`config.mk`:
```
export PLATFORM = sky130hd
export DESIGN_NAME = zbt_sram
export DESIGN_NICKNAME = d
export VERILOG_FILES = /design/src/rtl/zbt_pkg.sv /design/src/rtl/zbt_burst_seq.sv /design/src/rtl/zbt_ctrl_pipe.sv /design/src/rtl/zbt_array.sv /design/src/rtl/zbt_sram.sv
export SDC_FILE = /design/constraint.sdc
export NUM_CORES = 2
export LEC_CHECK = 0
export ABC_AREA = 1
export BUFFER_PORTS_ARGS = -buffer_cell sky130_fd_sc_hd__buf_2
export CAP_MARGIN = 10
export CORE_MARGIN = 1.5
export CORE_UTILIZATION = 34
export CTS_BUF_LIST = sky130_fd_sc_hd__clkbuf_4
export CTS_CLUSTER_SIZE = 24
export DETAILED_ROUTE_END_ITERATION = 6
export HOLD_SLACK_MARGIN = 0.02
export SLEW_MARGIN = 25
export SYNTH_ARGS = -nofsm -noshare
export SYNTH_HDL_FRONTEND = slang
export SYNTH_SLANG_ARGS = --single-unit
```
`constraint.sdc`:
```
create_clock -name clk -period 2.3 [get_ports clk]
set_clock_uncertainty 0.2 [all_clocks]
set_input_delay 0 -clock clk [delete_from_list [all_inputs] [get_ports clk]]
set_output_delay 0 -clock clk [all_outputs]
set_load 0.05 [all_outputs]
```
`src/rtl/zbt_pkg.sv`:
```
package zbt_pkg;

   typedef enum logic {
      OP_READ  = 1'b0,
      OP_WRITE = 1'b1
   } op_e;

   // Selected only when every one of the three enables is in its active state
   function automatic logic chip_selected(input logic a_n, input logic b, input logic c_n);
      return (~a_n) & b & (~c_n);
   endfunction

endpackage

```
`src/rtl/zbt_burst_seq.sv`:
```
module zbt_burst_seq #(
   parameter int ADDR_W     = 6,
   parameter int BURST_LEN  = 4,
   parameter bit INTERLEAVE = 1'b0
) (
   input  logic              clk,
   input  logic              rst_n,
   input  logic              en,
   input  logic              load,
   input  logic [ADDR_W-1:0] addr_in,
   output logic [ADDR_W-1:0] addr_out
);

   localparam int CNT_W = $clog2(BURST_LEN);

   logic [ADDR_W-1:0] base_q, base_nx;
   logic [CNT_W-1:0]  cnt_q, cnt_nx;
   logic [CNT_W-1:0]  low;

   always_comb begin
      base_nx = load ? addr_in : base_q;
      cnt_nx  = load ? '0 : cnt_q + 1'b1;
   end

   generate
      if (INTERLEAVE) begin : g_interleave
         assign low = base_nx[CNT_W-1:0] ^ cnt_nx;
      end else begin : g_linear
         assign low = base_nx[CNT_W-1:0] + cnt_nx;
      end
   endgenerate

   assign addr_out = {base_nx[ADDR_W-1:CNT_W], low};

   always_ff @(posedge clk or negedge rst_n) begin
      if (!rst_n) begin
         base_q <= '0;
         cnt_q  <= '0;
      end else if (en) begin
         base_q <= base_nx;
         cnt_q  <= cnt_nx;
      end
   end

endmodule

```
`src/rtl/zbt_ctrl_pipe.sv`:
```
module zbt_ctrl_pipe
   import zbt_pkg::*;
#(
   parameter int ADDR_W = 6,
   parameter int LANES  = 4
) (
   input  logic              clk,
   input  logic              rst_n,
   input  logic              en,
   input  logic              load,
   input  logic              sel,
   input  op_e               op_in,
   input  logic [ADDR_W-1:0] addr_in,
   input  logic [LANES-1:0]  lane_n,
   output logic              act_q,
   output op_e               op_q,
   output logic [ADDR_W-1:0] addr_q,
   output logic [LANES-1:0]  lane_q
);

   logic burst_act_q;
   op_e  burst_op_q;
   logic act_d;
   op_e  op_d;

   always_comb begin
      act_d = load ? sel   : burst_act_q;
      op_d  = load ? op_in : burst_op_q;
   end

   always_ff @(posedge clk or negedge rst_n) begin
      if (!rst_n) begin
         act_q       <= 1'b0;
         op_q        <= OP_READ;
         addr_q      <= '0;
         lane_q      <= '0;
         burst_act_q <= 1'b0;
         burst_op_q  <= OP_READ;
      end else if (en) begin
         act_q  <= act_d;
         op_q   <= op_d;
         addr_q <= addr_in;
         lane_q <= ~lane_n;
         if (load) begin
            burst_act_q <= sel;
            burst_op_q  <= op_in;
         end
      end
   end

endmodule

```
`src/rtl/zbt_array.sv`:
```
module zbt_array #(
   parameter int ADDR_W = 6,
   parameter int LANES  = 4,
   parameter int LANE_W = 9
) (
   input  logic                    clk,
   input  logic                    we,
   input  logic [LANES-1:0]        lane_en,
   input  logic [ADDR_W-1:0]       addr,
   input  logic [LANES*LANE_W-1:0] wdata,
   output logic [LANES*LANE_W-1:0] rdata
);

   localparam int DEPTH = 1 << ADDR_W;

   generate
      for (genvar g = 0; g < LANES; g++) begin : g_lane
         logic [LANE_W-1:0] mem [DEPTH];

         always_ff @(posedge clk) begin
            if (we && lane_en[g])
               mem[addr] <= wdata[g*LANE_W +: LANE_W];
         end

         // flow-through read: no output register
         assign rdata[g*LANE_W +: LANE_W] = mem[addr];
      end
   endgenerate

endmodule

```
`src/rtl/zbt_sram.sv`:
```
module zbt_sram
   import zbt_pkg::*;
#(
   parameter int ADDR_W     = 6,
   parameter int LANES      = 4,
   parameter int LANE_W     = 9,
   parameter int BURST_LEN  = 4,
   parameter bit INTERLEAVE = 1'b0
) (
   input  logic                    clk,
   input  logic                    rst_n,
   input  logic                    hold,
   input  logic                    sel_a_n,
   input  logic                    sel_b,
   input  logic                    sel_c_n,
   input  logic                    rd_wr_n,
   input  logic                    load_n,
   input  logic [LANES-1:0]        lane_wr_n,
   input  logic                    oe_n,
   input  logic [ADDR_W-1:0]       addr,
   input  logic [LANES*LANE_W-1:0] dq_in,
   output logic [LANES*LANE_W-1:0] dq_out,
   output logic                    dq_oe
);

   localparam int DATA_W = LANES * LANE_W;
   localparam int CNT_W  = $clog2(BURST_LEN);

   generate
      if (BURST_LEN < 2 || (1 << CNT_W) != BURST_LEN) begin : g_bad_burst
         $error("BURST_LEN must be a power of two of at least 2");
      end
      if (ADDR_W <= CNT_W) begin : g_bad_addr
         $error("ADDR_W must exceed the burst counter width");
      end
      if (LANES < 1 || LANE_W < 1) begin : g_bad_lane
         $error("LANES and LANE_W must be positive");
      end
   endgenerate

   logic              run;
   logic              load;
   logic [ADDR_W-1:0] seq_addr;
   logic              act_q;
   op_e               op_q;
   logic              wr_q;
   logic [ADDR_W-1:0] addr_q;
   logic [LANES-1:0]  lane_q;
   logic [DATA_W-1:0] rdata;

   assign run  = ~hold;
   assign load = ~load_n;

   zbt_burst_seq #(
      .ADDR_W    (ADDR_W),
      .BURST_LEN (BURST_LEN),
      .INTERLEAVE(INTERLEAVE)
   ) u_seq (
      .clk     (clk),
      .rst_n   (rst_n),
      .en      (run),
      .load    (load),
      .addr_in (addr),
      .addr_out(seq_addr)
   );

   zbt_ctrl_pipe #(
      .ADDR_W(ADDR_W),
      .LANES (LANES)
   ) u_ctrl (
      .clk    (clk),
      .rst_n  (rst_n),
      .en     (run),
      .load   (load),
      .sel    (chip_selected(sel_a_n, sel_b, sel_c_n)),
      .op_in  (rd_wr_n ? OP_READ : OP_WRITE),
      .addr_in(seq_addr),
      .lane_n (lane_wr_n),
      .act_q  (act_q),
      .op_q   (op_q),
      .addr_q (addr_q),
      .lane_q (lane_q)
   );

   assign wr_q = (op_q == OP_WRITE);

   zbt_array #(
      .ADDR_W(ADDR_W),
      .LANES (LANES),
      .LANE_W(LANE_W)
   ) u_array (
      .clk    (clk),
      .we     (run & act_q & wr_q),
      .lane_en(lane_q),
      .addr   (addr_q),
      .wdata  (dq_in),
      .rdata  (rdata)
   );

   assign dq_out = rdata;
   assign dq_oe  = act_q & ~wr_q & ~oe_n;

endmodule


```
; After elaboration in Yosys (flattened, before gate mapping)
; Memory sizes are Yosys's and may differ from the RTL's.
; Cells that the tools add are included.
; Widths: inputs -> output; s select.
[totals]
mem_bits_rw = 2304
output_inout_bits = 37
regBits = 20
input_bits = 55
elab_cells = 42
memories = 4
[mem_list]
columns = memory, words, word_bits, rd, rd_ports_with_merged_regs, write_ports, line_no
row1 = u_array.g_lane[0].mem, 64, 9, 1, 0, 1, zbt_array.sv:18  ; logic [LANE_W-1:0] mem [DEPTH];
row2 = u_array.g_lane[1].mem, 64, 9, 1, 0, 1, zbt_array.sv:18
row3 = u_array.g_lane[2].mem, 64, 9, 1, 0, 1, zbt_array.sv:18
row4 = u_array.g_lane[3].mem, 64, 9, 1, 0, 1, zbt_array.sv:18
[classes]
muxes = 12
bitwise = 13
add_sub_neg = 2
reduce_logical = 5
[ops]
columns = cell, count
row1 = $mux 1, 10
row2 = $and 1x1->1, 6
row3 = $mux 6, 1
row4 = $not 1->1, 6
row5 = $logic_and 1x1->1, 4
row6 = $not 4->4, 1
row7 = $add 2x1->2 const B, 1
row8 = $add 2x2->2, 1
row9 = $mux 2, 1
row10 = $reduce_and 2->1, 1

; Logic depth before layout (Yosys ltp)
[depth]
ltp_word = 6
depth_mapped = 15
ltp_nobuf = 11

; Cells and area by module
; A second synthesis with hierarchy kept.
[hier_totals]
hier_cells = 9868
hier_area_um2 = 99267.7
[by_module_without_submodules]
columns = mod, cells_per_inst, area_per_inst_um2, instances, seq_area_each_um2
row1 = zbt_array, 9731, 98249.2, 1, 69186.4
row2 = zbt_burst_seq, 71, 503.0, 1, 200.2
row3 = zbt_ctrl_pipe, 55, 471.7, 1, 300.3
row4 = zbt_sram, 11, 43.8, 1, 0.0

; Least setup slack after synthesis
; No wires, ideal clock.
[synth_timing]
kind = register to register
from = reg u_ctrl.addr_q[1]
to = mem u_array.g_lane[0].mem[4][0], enable pin
setup_slack_ns = -0.019
stages_incl_launch_ff = 9
n_path_buf = 3
setup_time_ns = 0.374
t_arrival_ns = 1.745
period_less_slack_ns = 2.319
required_ns = 1.726
path_cell_list = dfrtp_1 > buf_2 > buf_2 > buf_2 > nor2_2 > inv_2 > nor2_4 > nand2_1 > nor2_1
[synth_lines]
columns = element, line_no
row1 = from (decl), zbt_ctrl_pipe.sv:17  ; output logic [ADDR_W-1:0] addr_q,
row2 = from (signal assigned), zbt_ctrl_pipe.sv:42  ; addr_q <= addr_in;
row3 = to (decl), zbt_array.sv:18
; Straight into the memory's write port.

; Final worst setup path
[layout_timing]
from = reg u_ctrl.addr_q[0]
to = out dq_out[1]
[layout_between]
elab_chain_len = 1
[layout_rtl]
columns = element, line_no
row1 = $mem_v2 64x9, --
row2 = to (decl), zbt_sram.sv:22  ; output logic [LANES*LANE_W-1:0] dq_out,
; Every way passes these cells.

==> impl_results.md <==
* Yosys reg bits at 2320
* Drc violations at 2
* Dpl ws at -0.721 ns
* CTS Buf Count at 608
* Sequential fraction of the synthesis area at 70.5%
* Hold depth at 3
* CP startpoint kind: flip-flop
* First-pass GRT wire length at 444 mm
* Mean area per synthesized cell at ~10 sq um
* Distinct cells, synth at 26
* Clock slew seen by the registers of the worst setup and hold paths at 0.07 ns
* Final core occ at 41.8%
* # fillers at 27500
* Area contributors post-synth: edfxtp_1 (70%), nand2_1 (25%), nor2_1 (1.3%), buf_2 (1.2%), clkbuf_1 (0.58%)
* Status: complete, but fails checks
* Max clock buf depth at 4
* Antenna-violating nets left at 0
* RSZ-0062 raised after global routing: yes
* Final HPWL DP at 193 mm
* Initial antenna violation count at 15
* Switching Fraction at 30.2%
* Most frequent cells in the layout: nand2_1 (6450), edfxtp_1 (2304), clkbuf_4 (854), buf_4 (564), nor2_1 (279)
* Final Setup Violations at 2188
* WS Path Type: flip-flop to output pin
* Die height at 542 um
* CTS tree: done
* Largest net degree at the start of global routing at 65
* Final Max Tran Viols at 0
* Failing checks: DRC, setup timing
* Commonest non-fill, non-tap cell in the layout: nand2_1
* IO Pins at 92
* CP peak stage delay at ~0.56 ns
* Placed inst area at 110000 sq um
* GR Util met3 at 3.76%
* Row cnt at between 150 and 200
* Crit path cell chain: buf_12, buf_16, buf_4, nand2_1, nand2_1, nand2_1, nand2_1, nand2_1, nand2_1, nand2_1, nand2_1, nor2_1, buf_4, nand2_1, buf_6, buf_12
* Measured slew at the worst slew-check pin at 1.08 ns
* Hold path startpoint: oe_n
* Synthesized Nets at 9863
* Chip Width at between 500 and 600 um
* Post-Syn Instances at 9807
* Router iterations before antenna repair at 7
* Yosys warnings at 0
* Clk sinks at 2320
* Worst R2R Setup Slack at -0.40 ns
* Fin Setup TNS at -429.82 ns
* Static Leakage at 51.2 nW
* Psw at 31.4 mW
* Layout cells sized above 1 at 18.0%
* Hold Crit Class: input port to output pin
* Worst-skew pair later-pin latency at 1.34 ns
* DIE AREA at 294000 sq um
* Critical path capture point type: output pin
* Critical Path RT at 2.10 ns
* Total of max-cap violations at 0
* Worst EP arrival at 3.68 ns
* Iteration-0 DRC Markers at 7046
* Port Buffers at 91
* Worst r2r path cells at 8
* Maximum VDD drop at 0.628 mV
* Clk root buf: clkbuf_4
* Internal Power at 72.7 mW
* Post-Syn Area at about 100000 sq um
* Reg-to-Reg End: u_array.g_lane[0].mem[18][7]
* GRT met1 Usage at approximately 26%
* Sequential Power Share at 44.7%
* Top Usage Layer GRT: met2
* Tcrit/Tclk final at 169%
* Fmax at 258 MHz
* Wire length per cell at 20.0 um
* CP max FO at 39
* Final Hold Vio Count at 0
* Core Area at 288000 sq um
* # H-tree levels at 6
* GRT Total Usage at around a fifth
* Post-synth top area cell: edfxtp_1
* Layout area overhead at 22.2%
* Vias/cell at 4.79
* DR vias at a little over 70000
* Combinational fraction of design power at between 20% and 30%
* FF-to-FF Start: u_ctrl.addr_q[0]
* Nets at 11000
* Routed wire length at between 300 and 400 mm
* Total grt overflow at 0
* Initial Util at 34.2%
* Setup WS post-layout at -1.58 ns
* WHS Endpoint: dq_oe
* Most frequent CP cell: nand2_1
* Final min period at 3.88 ns
* Top-area cell type share of the netlist area at 70.1%
* Crit-path slowest cell: dfrtp_4
* Number of global-route vias before repair at 71200
* PD cells at approximately 860 nW/um^2
* Rel. slew slack at 27.7%
* GPL Wtd Cong at 0.891
* Post-route cell area at ~120000 sq um
* GR Util met2 at 32.9%
* Clk pwr share at 33.8%
==> area by class of cell <==
class / count / area [sq um] / area share (%)
flip-flops and latches: 2320 / 69600 / 57.7
multi-input cells: 6950 / 26900 / 22.3
repair buffers: 1071 / 11800 / 9.75
clock buffers: 854 / 6410 / 5.31
well taps: 3781 / 4730 / 3.92
clock inverters: 146 / 998 / 0.828
inverters: 29 / 144 / 0.119
diodes: 13 / 32.5 / 0.0270
==> per-stage QoR <==
| step | hold WS [ns] | cells | total power, mW |
|---|---|---|---|
| floorplan | -0.496 | 9807 | 59.2 |
| global placement | -0.147 | 14000 | 68.3 |
| detailed placement | -0.140 | 14000 | 68.4 |
| CTS | 0.0335 | 15100 | 104 |
| global route | 0.0807 | 15200 | 109 |
| finish | 0.110 | 15200 | 104 |
==> state kept, by name (all words and copies together), names as in the netlist <==
register	count
u_seq.cnt_q	2
u_ctrl.addr_q	2
u_seq.base_q	6
u_ctrl.lane_q	4
u_array.g_lane.mem	2304
u_ctrl.op_q	1
u_ctrl.burst_act_q	1
==> critical path: cells and delay by family, from the launching register on <==
family	cells	cell delay, ns
flops	1	0.56
simple gates	10	0.69
buf+inv	6	1.03
==> timing repair <==
item | 4_1_cts | 5_1_grt
hold buffers | 141 | 4
pin swaps | 9 | 13
cloned | 5 | 14
hold endpoints to repair | 4640 | 211
setup buffers | 4 | 20
endpoints found under the setup margin | 2269 | 2219
gates resized for setup | 127 | 188
==> cells in the mapped netlist, drive strengths merged <==
cell / n
a21oi: 1
buf: 356
clkbuf: 152
dfrtp: 16
edfxtp: 2304
ha: 1
inv: 29
nand2: 6543
nand3: 8
nand3b: 1
nor2: 352
nor3: 9
o211ai: 5
o21ai: 21
o22ai: 1
or2: 6
xor2: 2
==> worst max path at each step <==
stage / start / to / slack, ns / depth (start not counted)
global placement: u_ctrl.addr_q[0] / dq_out[25] / -0.74 / 16
global route: u_ctrl.addr_q[0] / dq_out[1] / -1.75 / 16
floorplan: u_ctrl.addr_q[1] / u_array.g_lane[0].mem[4][0] / -0.02 / 8
CTS: u_ctrl.addr_q[0] / dq_out[24] / -1.71 / 16
finish: u_ctrl.addr_q[0] / dq_out[1] / -1.58 / 16
detailed placement: u_ctrl.addr_q[0] / dq_out[25] / -0.72 / 16
==> power groups by stage <==
| stage | sequential [mW] | combinational [mW] | clock (mW) |
|---|---|---|---|
| 2_1_floorplan | 47.4 | 11.8 | 0 |
| 3_3_place_gp | 47.5 | 20.8 | 0 |
| 3_5_place_dp | 47.5 | 20.9 | 0 |
| 4_1_cts | 46.6 | 21.7 | 36.0 |
| 5_1_grt | 46.6 | 24.4 | 38.1 |
| 6_report | 46.6 | 22.4 | 35.1 |
==> kinds of logic after synthesis <==
| group | count (synthesis) | synth area share (%) |
|---|---|---|
| and+or+nand+nor | 6919 | 26.4 |
| DFF | 2320 | 70.5 |
| xor gates and xnor gates | 2 | 0.0177 |
| adders and majority gates | 1 | 0.0127 |
| AOI/OAI and AO/OA | 28 | 0.156 |
| buffers and inverters | 537 | 2.88 |
==> per-layer routing <==
layer / routed length, um / vias up
li1: - / 34400
met1: 122000 / 34600
met2: 143000 / 3063
met3: 23700 / 615
met4: 13500 / 6
met5: 46 / -
(Power assumes the default switching activity.)
